--- config.mk ---
export PLATFORM = sky130hd
export DESIGN_NAME = wprr_arbiter
export DESIGN_NICKNAME = d
export VERILOG_FILES = /design/src/rtl/wprr_pkg.sv /design/src/rtl/wprr_rr_pick.sv /design/src/rtl/wprr_denial_ctr.sv /design/src/rtl/wprr_arbiter.sv
export SDC_FILE = /design/constraint.sdc
export NUM_CORES = 1
export LEC_CHECK = 0
export BUFFER_PORTS_ARGS = -buffer_cell sky130_fd_sc_hd__buf_2
export CAP_MARGIN = 30
export CORE_MARGIN = 5
export CORE_UTILIZATION = 30
export DETAILED_ROUTE_END_ITERATION = 7
export GPL_TIMING_DRIVEN = 0
export MAX_ROUTING_LAYER = met4
export PLACE_DENSITY = 0.56
export SLEW_MARGIN = 20
export SYNTH_ARGS = -nofsm -noshare
export SYNTH_HDL_FRONTEND = slang
export SYNTH_SLANG_ARGS = --single-unit
--- constraint.sdc ---
create_clock -name clk -period 5 [get_ports clk]
set_input_delay 0.75 -clock clk [delete_from_list [all_inputs] [get_ports clk]]
set_output_delay 0.75 -clock clk [all_outputs]
set_load 0.05 [all_outputs]
--- src/rtl/wprr_pkg.sv ---
package wprr_pkg;

    // How the most recent arbitration decision was made.
    typedef enum logic [1:0] {
        ST_IDLE     = 2'd0,
        ST_ROTATE   = 2'd1,
        ST_ESCALATE = 2'd2
    } arb_state_t;

    // Number of channels that carry a loss limit (the two highest channels).
    localparam int unsigned WEIGHTED_CH = 2;

endpackage

--- src/rtl/wprr_rr_pick.sv ---
// Rotation search: first requester at or after the start pointer, with wrap.
module wprr_rr_pick #(
    parameter int unsigned NCH = 4,
    localparam int unsigned PW = (NCH > 1) ? $clog2(NCH) : 1
) (
    input  logic [NCH-1:0] req_i,
    input  logic [PW-1:0]  ptr_i,
    output logic [NCH-1:0] pick_o
);

    always_comb begin
        logic found;
        found  = 1'b0;
        pick_o = '0;
        for (int i = 0; i < NCH; i++) begin
            int idx;
            idx = (int'(ptr_i) + i) % NCH;
            if (!found && req_i[idx]) begin
                pick_o[idx] = 1'b1;
                found       = 1'b1;
            end
        end
    end

endmodule

--- src/rtl/wprr_denial_ctr.sv ---
// Loss counter of one weighted channel; raises escalation at its limit.
module wprr_denial_ctr #(
    parameter int unsigned TW = 8,
    localparam int unsigned CW = TW + 1
) (
    input  logic          clk,
    input  logic          rst,
    input  logic          weight_en_i,
    input  logic [TW-1:0] limit_i,
    input  logic          req_i,
    input  logic          won_i,
    input  logic          lost_i,
    output logic          raise_o
);

    // A zero limit, while the other limit is non-zero, means 2**TW losses.
    localparam logic [CW-1:0] ZERO_AS = {1'b1, {TW{1'b0}}};

    logic [CW-1:0] eff_lim;
    logic [CW-1:0] cnt_q;

    assign eff_lim = (limit_i == '0) ? ZERO_AS : {1'b0, limit_i};
    assign raise_o = weight_en_i && req_i && (cnt_q >= eff_lim);

    always_ff @(posedge clk) begin
        if (rst) begin
            cnt_q <= '0;
        end else if (!weight_en_i || !req_i || won_i) begin
            cnt_q <= '0;
        end else if (lost_i && (cnt_q < eff_lim)) begin
            cnt_q <= cnt_q + CW'(1);
        end
    end

endmodule

--- src/rtl/wprr_arbiter.sv ---
// Four-way rotation arbiter; the two top channels escalate after a number of losses.
module wprr_arbiter
    import wprr_pkg::*;
#(
    parameter int unsigned NCH = 4,
    parameter int unsigned TW  = 8,
    localparam int unsigned PW = (NCH > 1) ? $clog2(NCH) : 1
) (
    input  logic           clk,
    input  logic           rst,
    input  logic [NCH-1:0] req,
    input  logic [TW-1:0]  limit_c3,
    input  logic [TW-1:0]  limit_c4,
    output logic [NCH-1:0] grant,
    output logic           grant_vld
);

    localparam int unsigned FIRST_W = NCH - WEIGHTED_CH;

    logic [TW-1:0]          lim [WEIGHTED_CH];
    logic [WEIGHTED_CH-1:0] raise;
    logic                   weight_en;
    logic [NCH-1:0]         rr_pick;
    logic [NCH-1:0]         gnt_d;
    logic [PW-1:0]          ptr_q;
    logic [PW-1:0]          ptr_d;
    arb_state_t             state_q;
    arb_state_t             state_d;

    assign lim[0]    = limit_c3;
    assign lim[1]    = limit_c4;
    assign weight_en = (limit_c3 != '0) || (limit_c4 != '0);

    wprr_rr_pick #(.NCH(NCH)) u_pick (
        .req_i  (req),
        .ptr_i  (ptr_q),
        .pick_o (rr_pick)
    );

    for (genvar w = 0; w < WEIGHTED_CH; w++) begin : g_wt
        wprr_denial_ctr #(.TW(TW)) u_ctr (
            .clk         (clk),
            .rst         (rst),
            .weight_en_i (weight_en),
            .limit_i     (lim[w]),
            .req_i       (req[FIRST_W + w]),
            .won_i       (gnt_d[FIRST_W + w]),
            .lost_i      ((gnt_d != '0) && !gnt_d[FIRST_W + w]),
            .raise_o     (raise[w])
        );
    end

    // Decision: escalated channel 3, then escalated channel 4, then rotation.
    always_comb begin
        gnt_d   = '0;
        state_d = ST_IDLE;
        if (raise[0]) begin
            gnt_d[FIRST_W] = 1'b1;
            state_d        = ST_ESCALATE;
        end else if (raise[1]) begin
            gnt_d[FIRST_W + 1] = 1'b1;
            state_d            = ST_ESCALATE;
        end else if (rr_pick != '0) begin
            gnt_d   = rr_pick;
            state_d = ST_ROTATE;
        end
    end

    // Rotation start moves past whichever channel was granted.
    always_comb begin
        ptr_d = ptr_q;
        for (int i = 0; i < NCH; i++) begin
            if (gnt_d[i]) begin
                ptr_d = (i == NCH - 1) ? '0 : PW'(i + 1);
            end
        end
    end

    // State register.
    always_ff @(posedge clk) begin
        if (rst) begin
            state_q <= ST_IDLE;
            ptr_q   <= '0;
        end else begin
            state_q <= state_d;
            ptr_q   <= ptr_d;
        end
    end

    // Outputs.
    always_ff @(posedge clk) begin
        if (rst) begin
            grant <= '0;
        end else begin
            grant <= gnt_d;
        end
    end

    always_comb begin
        unique case (state_q)
            ST_IDLE:     grant_vld = 1'b0;
            ST_ROTATE:   grant_vld = 1'b1;
            ST_ESCALATE: grant_vld = 1'b1;
            default:     grant_vld = 1'b0;
        endcase
    end

endmodule

==> results.md, run 1 <==
- Result of the run: finished, final reports clean
- First-pass GRT wire length: 8210 microns
- Fin. max-slew vios: 0
- Clk pwr share: roughly 17%
- Lkg Pwr: 1.03 nW
- Placed cell count: 381
- Starting Density: 30.9%
- Final Critical Period: between 3 and 4 ns
- Setup TNS Final: 0 ns
- RSZ-0062 raised after global routing: false
- Post-synth top area cell: dfxtp_1
- Synth unique cells: 49
- Reg2reg end: g_wt[1].u_ctr.cnt_q[1]
- GR Util met3: 1.45%
- Largest cells by area after synthesis: dfxtp_1 25%, ha_1 16%, a21oi_1 5.5%
- Clock transition at path regs: 0.10 ns
- CTS buffer count: 3
- Crit path capture type: flop
- Port Buf Inserts: 25
- Setup clock skew after layout: 0.00483 ns
- EDFF count, synth: 0
- DIE HEIGHT: 93.6 microns
- Gate Count Post-Synth: 260
- Sequential power share: 25.3%
- Fmax: between 200 and 300 MHz
- CTS sink cnt: 26
- Kind of critical path: reg2reg
- Final setup viols: 0
- Detailed placement HPWL: 3990 microns
- N_diodes: 0
- Initial antenna violation count: 0
- Final Hold Vio Count: 0
- Area of the multi-input gates: ~0.0014 sq mm
- Worst-margin pin slew: between 0.5 and 0.6 ns
- Hold path depth: 2
- Min-delay src: g_wt[1].u_ctr.cnt_q[8]
- Max capacitance violation total: 0
- DRC: 0
- Vias in the first global route: 1,763
- Area Growth Syn to Fin: 15.1%
- Combinational Power Share: 57.8%
- RD Place Congestion: 0.822
- Compound-Gate Fraction of Synth Area: 22.4%
- Post-CTS Hold Fix Bufs: 0
- Post-CTS repair timing setup buffer count: 0
- Gr ovfl total: 0
- Switch Pwr: between 0.0004 and 0.0005 W
- Mapped Area: 0.00210 sq mm
- Antenna-violating nets left: 0
- CP startpoint kind: flop
- FF-to-FF setup slack: ~1.4 ns
- Met1 global-route usage: 16.0%
- CTS root buffer: clkbuf_8
- Insertion delay to the later sink of the worst-skew pair: 0.27 ns
- Slowest cell on crit path: mux4_2
- Die ar.: ~0.009 sq mm
- GR Util met2: between 10% and 20%
- Non-filler instance count after layout: 385
- 1st-iter DRT viols: 90
- Final period utilization: 72.8%
- Worst vdd rail ir drop: 0.180 mV
- H-tree levels: 1
- Int Pwr: slightly below 0.0006 W
- Average wire per standard cell: 12.9 microns
- Drt total wl: approximately 5000 microns
- Xor and xnor area share after synthesis: 1.25%
- Syn nets: 309
- Switching share of power: a little under half
- GRT Max-Usage Layer: met2
- Worst path top cell family by delay: compound AO/OA/AOI/OAI gates
- #FFs+latches synth: 26
- Relative slew slack: 63.5%
- WHS: just under 0.5 ns
- Post-synthesis mux area share: 6.32%
- Layout net count: 339
- Synth top area share: around a quarter
- First drt pass iteration count: 4
- Worst Hold Class: reg2reg
- Register area: 520 sq um
- Hold Path Sink: g_wt[1].u_ctr.cnt_q[8]
- CP Max Fanout: 10
- Largest net degree at the start of global routing: 16
- Die W: 93.6 microns
- Post-synthesis async set-or-reset flop share: 0%
- Sequential element share of the synthesized area: around 25%
- CTS tree: done
- Post-Synth Simple-Gate Area: 22.9%
- Ys Warns: 0
- Tot GR Track Use: a little under an eighth
- Worst R2R Path Depth: 10
- Synth Area in Adders: 16.1%
- Crit path arrival time: 3.80 ns
- Synthesized area per cell: 8.07 sq um
- CTS resizes: 0
- Worst EP required: 5.16 ns
- Pwr Density: 436 mW/mm^2
- Vias: 1,911
- I/O pins: 27
- Core ar.: 0.00679 sq mm
- Via density: 4.96
- R2r startpoint: ptr_q[0]
- Layout cells sized above 1: 14.9%
- FP Rows: 30
- Largest family of logic cells by synthesized area: simple AND/OR/NAND/NOR gates
- Post-synth top flop: dfxtp_1
- Clk buf depth: 2
- Crit path cell chain: inv_1, ha_1, mux4_2, a2111o_1, a22oi_1, nand3b_1, a22oi_2, buf_6, mux2i_1, nor2_1
- Buffers and inverters on the worst path: 2
- WP depth: 10
- Max stage delay on crit path: 0.65 ns
- Fill count: 735
==> synth_stat cells, drive strengths merged (5+ instances only) <==
| library cell | instances |
|---|---|
| a21oi | 23 |
| and3 | 5 |
| dfxtp | 26 |
| ha | 27 |
| inv | 27 |
| mux2i | 5 |
| nand2 | 23 |
| nand3 | 11 |
| nor2 | 12 |
| nor3 | 6 |
| o21ai | 15 |
| o31ai | 7 |
| or3 | 8 |
| or4 | 6 |
==> worst reg2reg max path, delay by kind of cell, from the launching register on <==
family	cells	cell delay (ns)
compound gates	3	1.09
mux	2	0.83
flops	1	0.51
buf+inv	2	0.45
fa+ha+maj	1	0.43
simple gates	2	0.23
==> final cells by class <==
type	count	area share [%]
inverter	27	4.20
sequential	26	21.6
multi-input combinational	202	60.0
timing repair buffer	25	5.18
buffer	5	1.14
clock inverter	1	1.24
clock buffer	3	1.71
tap	96	4.98
==> stage by stage <==
step / worst slack (ns) / area [sq um] / total power (W) / util (%)
after floorplan: 1.82 / 2100 / 0.000742 / -
after global placement: 1.18 / 2340 / 0.000873 / 34.5
after detailed placement: 1.21 / 2340 / 0.000879 / 34.5
after CTS: 1.35 / 2410 / 0.00106 / 35.5
after global routing: 1.08 / 2410 / 0.00114 / 35.5
final: 1.36 / 2410 / 0.00105 / 35.5
==> power groups by stage <==
stage               registers [W]  logic [W]  clock network (W)
floorplan                0.000307   0.000435                  0
global placement         0.000271   0.000602                  0
detailed placement       0.000271   0.000608                  0
CTS                      0.000267   0.000610           0.000181
global route             0.000271   0.000678           0.000188
finish                   0.000266   0.000607           0.000178
==> placed cells by master, fill, tap and decap left out, types with 7 or more instances in the layout <==
master	n
nand3_1	11
a21oi_1	23
o31ai_1	7
nor2_1	12
buf_2	26
nand2_1	23
or3_1	8
dfxtp_1	26
ha_1	27
inv_1	27
o21ai_0	14
==> registers in the layout, summed over array words and instances, names as in the netlist <==
| name | cells |
|---|---|
| g_wt.u_ctr.cnt_q | 18 |
| grant | 4 |
| ptr_q | 2 |
| state_q | 2 |
==> worst max-delay path by stage <==
stage                start                      to
2_1_floorplan  limit_c4[1]  g_wt[1].u_ctr.cnt_q[5]
3_3_place_gp   limit_c4[5]  g_wt[1].u_ctr.cnt_q[5]
3_5_place_dp   limit_c4[5]  g_wt[1].u_ctr.cnt_q[7]
4_1_cts           ptr_q[0]  g_wt[1].u_ctr.cnt_q[1]
5_1_grt           ptr_q[0]  g_wt[1].u_ctr.cnt_q[1]
6_report          ptr_q[0]  g_wt[1].u_ctr.cnt_q[1]
==> kinds of logic (layout without fill, tap and decap cells) <==
kind of cell    after synthesis  in the layout
xor+xnor                      3              3
mux                          10             10
buf+inv                      32             61
flops                        26             26
fa+ha+maj                    27             27
simple gates                 92             92
compound gates               70             70
==> metal layers <==
| layer | up-vias | wire length, microns |
|---|---|---|
| li1 | 1003 | - |
| met1 | 872 | 2450 |
| met2 | 32 | 2300 |
| met3 | 4 | 157 |
| met4 | 0 | 42 |
| met5 | - | 0 |
No activity file was read; power rests on OpenSTA's default activity.
==> run 2: changes to the inputs <==
- clock period: 5 -> 3.6 ns (I/O delays scaled with it)
==> results.md, run 2 (synthesis results as in run 1) <==
- Result of the run: finished, final reports clean
- Core ar.: 0.00679 sq mm
- Setup clock skew after layout: 0.00364 ns
- Most frequent cells in the layout: 27 x inv_1, 27 x ha_1, 26 x buf_2
- Pwr Density: just over 600 mW/mm^2
- Initial antenna violation count: 0
- I/O pins: 27
- Vias in the first global route: ~1,800
- Layout cells sized above 1: 16.4%
- WHS: 0.493 ns
- Clk pwr share: 16.6%
- Hold path depth: 2
- Worst vdd rail ir drop: 0.230 mV
- Met1 global-route usage: 16.0%
- Crit path capture type: flop
- GRT Max-Usage Layer: met2
- Kind of critical path: reg2reg
- Final Hold Vio Count: 0
- H-tree levels: 1
- FF-to-FF setup slack: 0.22 ns
- Max capacitance violation total: 0
- Min-delay src: g_wt[1].u_ctr.cnt_q[8]
- Starting Density: 30.9%
- Post-CTS Hold Fix Bufs: 0
- CTS sink cnt: 26
- Die ar.: 0.00876 sq mm
- Switch Pwr: 0.000664 W
- CTS tree: done
- N_diodes: 0
- Gr ovfl total: 0
- Reg with most FFs: g_wt.u_ctr.cnt_q
- Layout net count: 342
- Vias: between 1,500 and 2,000
- Worst Hold Class: reg2reg
- Fill count: 732
- Clk buf depth: 2
- DIE HEIGHT: ~94 microns
- Power Total: 0.00149 W
- Final WS setup: 0.220 ns
- RD Place Congestion: roughly 0.82
- Insertion delay to the later sink of the worst-skew pair: 0.27 ns
- Detailed placement HPWL: 3990 microns
- Fin. max-slew vios: 0
- GR Util met2: 18.8%
- Pre-CTS setup slack: -0.0272 ns
- CTS buffer count: 3
- CTS root buffer: clkbuf_8
- Tot GR Track Use: 11.7%
- Setup TNS Final: 0 ns
- Die W: 93.6 microns
- RSZ-0062 raised after global routing: false
- FP Rows: 30
- Clock transition at path regs: 0.10 ns
- First-pass GRT wire length: 8220 microns
- 1st-iter DRT viols: 96
- Biggest registers after layout: g_wt.u_ctr.cnt_q (18), grant (4)
- Final Critical Period: 3.38 ns
- CP startpoint kind: flop
- Average wire per standard cell: between 10 and 15 microns
- Reg2reg end: g_wt[1].u_ctr.cnt_q[5]
- Fmax: 296 MHz
- Int Pwr: between 0.0008 and 0.0009 W
- Worst-margin pin slew: ~0.54 ns
- Drt total wl: 5020 microns
- Largest net degree at the start of global routing: 16
- Relative slew slack: 63.7%
- Antenna-violating nets left: 0
- Lkg Pwr: roughly 1.0 nW
- Combinational Power Share: 58.5%
- First drt pass iteration count: 4
- DRC: 0
- Post-Layout Inst Area: about 0.0024 sq mm
- R2r startpoint: ptr_q[0]
- Max reg flops: 18
- Hold Path Sink: g_wt[1].u_ctr.cnt_q[8]
- Worst R2R Path Depth: 10
- Final setup viols: 0
- Sequential power share: about a quarter
- CP Max Fanout: 8
- Switching share of power: 44.5%
- Worst EP required: 3.81 ns
- Via density: approximately 5.0
- GR Util met3: 1.45%
- Port Buf Inserts: 25
- Final period utilization: ~94%
- Area Growth Syn to Fin: 16.3%
- Cell Area, Placed: ~0.0023 sq mm
- Crit path arrival time: roughly 3.6 ns
==> run 2: changes by cell type in the layout (fill, tap and decap cells not counted), sizes merged <==
cell / delta
buf: +3
==> run 2: worst max path at each step <==
stage	cells after the start	to	slack [ns]	from
floorplan	10	g_wt[1].u_ctr.cnt_q[1]	0.52	ptr_q[0]
global placement	10	g_wt[1].u_ctr.cnt_q[1]	-0.02	ptr_q[0]
detailed placement	10	g_wt[1].u_ctr.cnt_q[1]	-0.03	ptr_q[0]
CTS	11	g_wt[0].u_ctr.cnt_q[6]	0.13	ptr_q[0]
global route	11	g_wt[0].u_ctr.cnt_q[6]	0.02	ptr_q[0]
finish	10	g_wt[1].u_ctr.cnt_q[5]	0.22	ptr_q[0]
==> run 2: power by group through the flow <==
stage	sequential [W]	combinational [W]	clock (W)
6_report	0.000372	0.000872	0.000247
5_1_grt	0.000379	0.000974	0.000260
4_1_cts	0.000370	0.000866	0.000251
3_5_place_dp	0.000377	0.000844	0
3_3_place_gp	0.000376	0.000837	0
2_1_floorplan	0.000427	0.000604	0
==> run 2: metrics by stage <==
stage	util [%]	instances
floorplan	-	260
global placement	34.5	381
detailed placement	34.5	381
CTS	35.6	386
global route	35.9	388
finish	35.9	388
==> run 2: critical path, stage by stage, from the launching register on <==
cell     delay [ns]
dfxtp_2        0.43
inv_1          0.18
ha_1           0.42
mux4_2         0.63
buf_4          0.18
o41ai_4        0.37
and3_1         0.23
a22oi_2        0.07
buf_4          0.16
or4_1          0.50
a21oi_1        0.14
==> run 2: area by class of cell <==
type | count | area [sq um] | share of cell area, %
clock buffers | 3 | 41.3 | 1.69
repair buffers | 28 | 148 | 6.05
inverters | 27 | 101 | 4.16
well taps | 96 | 120 | 4.93
clock inverters | 1 | 30.0 | 1.23
multi-input cells | 202 | 1450 | 59.4
flip-flops and latches | 26 | 523 | 21.4
plain buffers | 5 | 27.5 | 1.13
==> run 2: layer usage <==
layer  routed length [microns]  share of wire (%)
met1                      2450                 49
met2                      2360                 47
met5                         0                  0
met3                       164                3.3
met4                        42               0.84
==> run 2: timing repair <==
item | 4_1_cts | 5_1_grt
setup buffers | 1 | 2
setup endpoints to repair | 1 | 14
resized for setup | 0 | 2
pin swaps | 1 | 1
hold endpoints to repair | 0 | 0
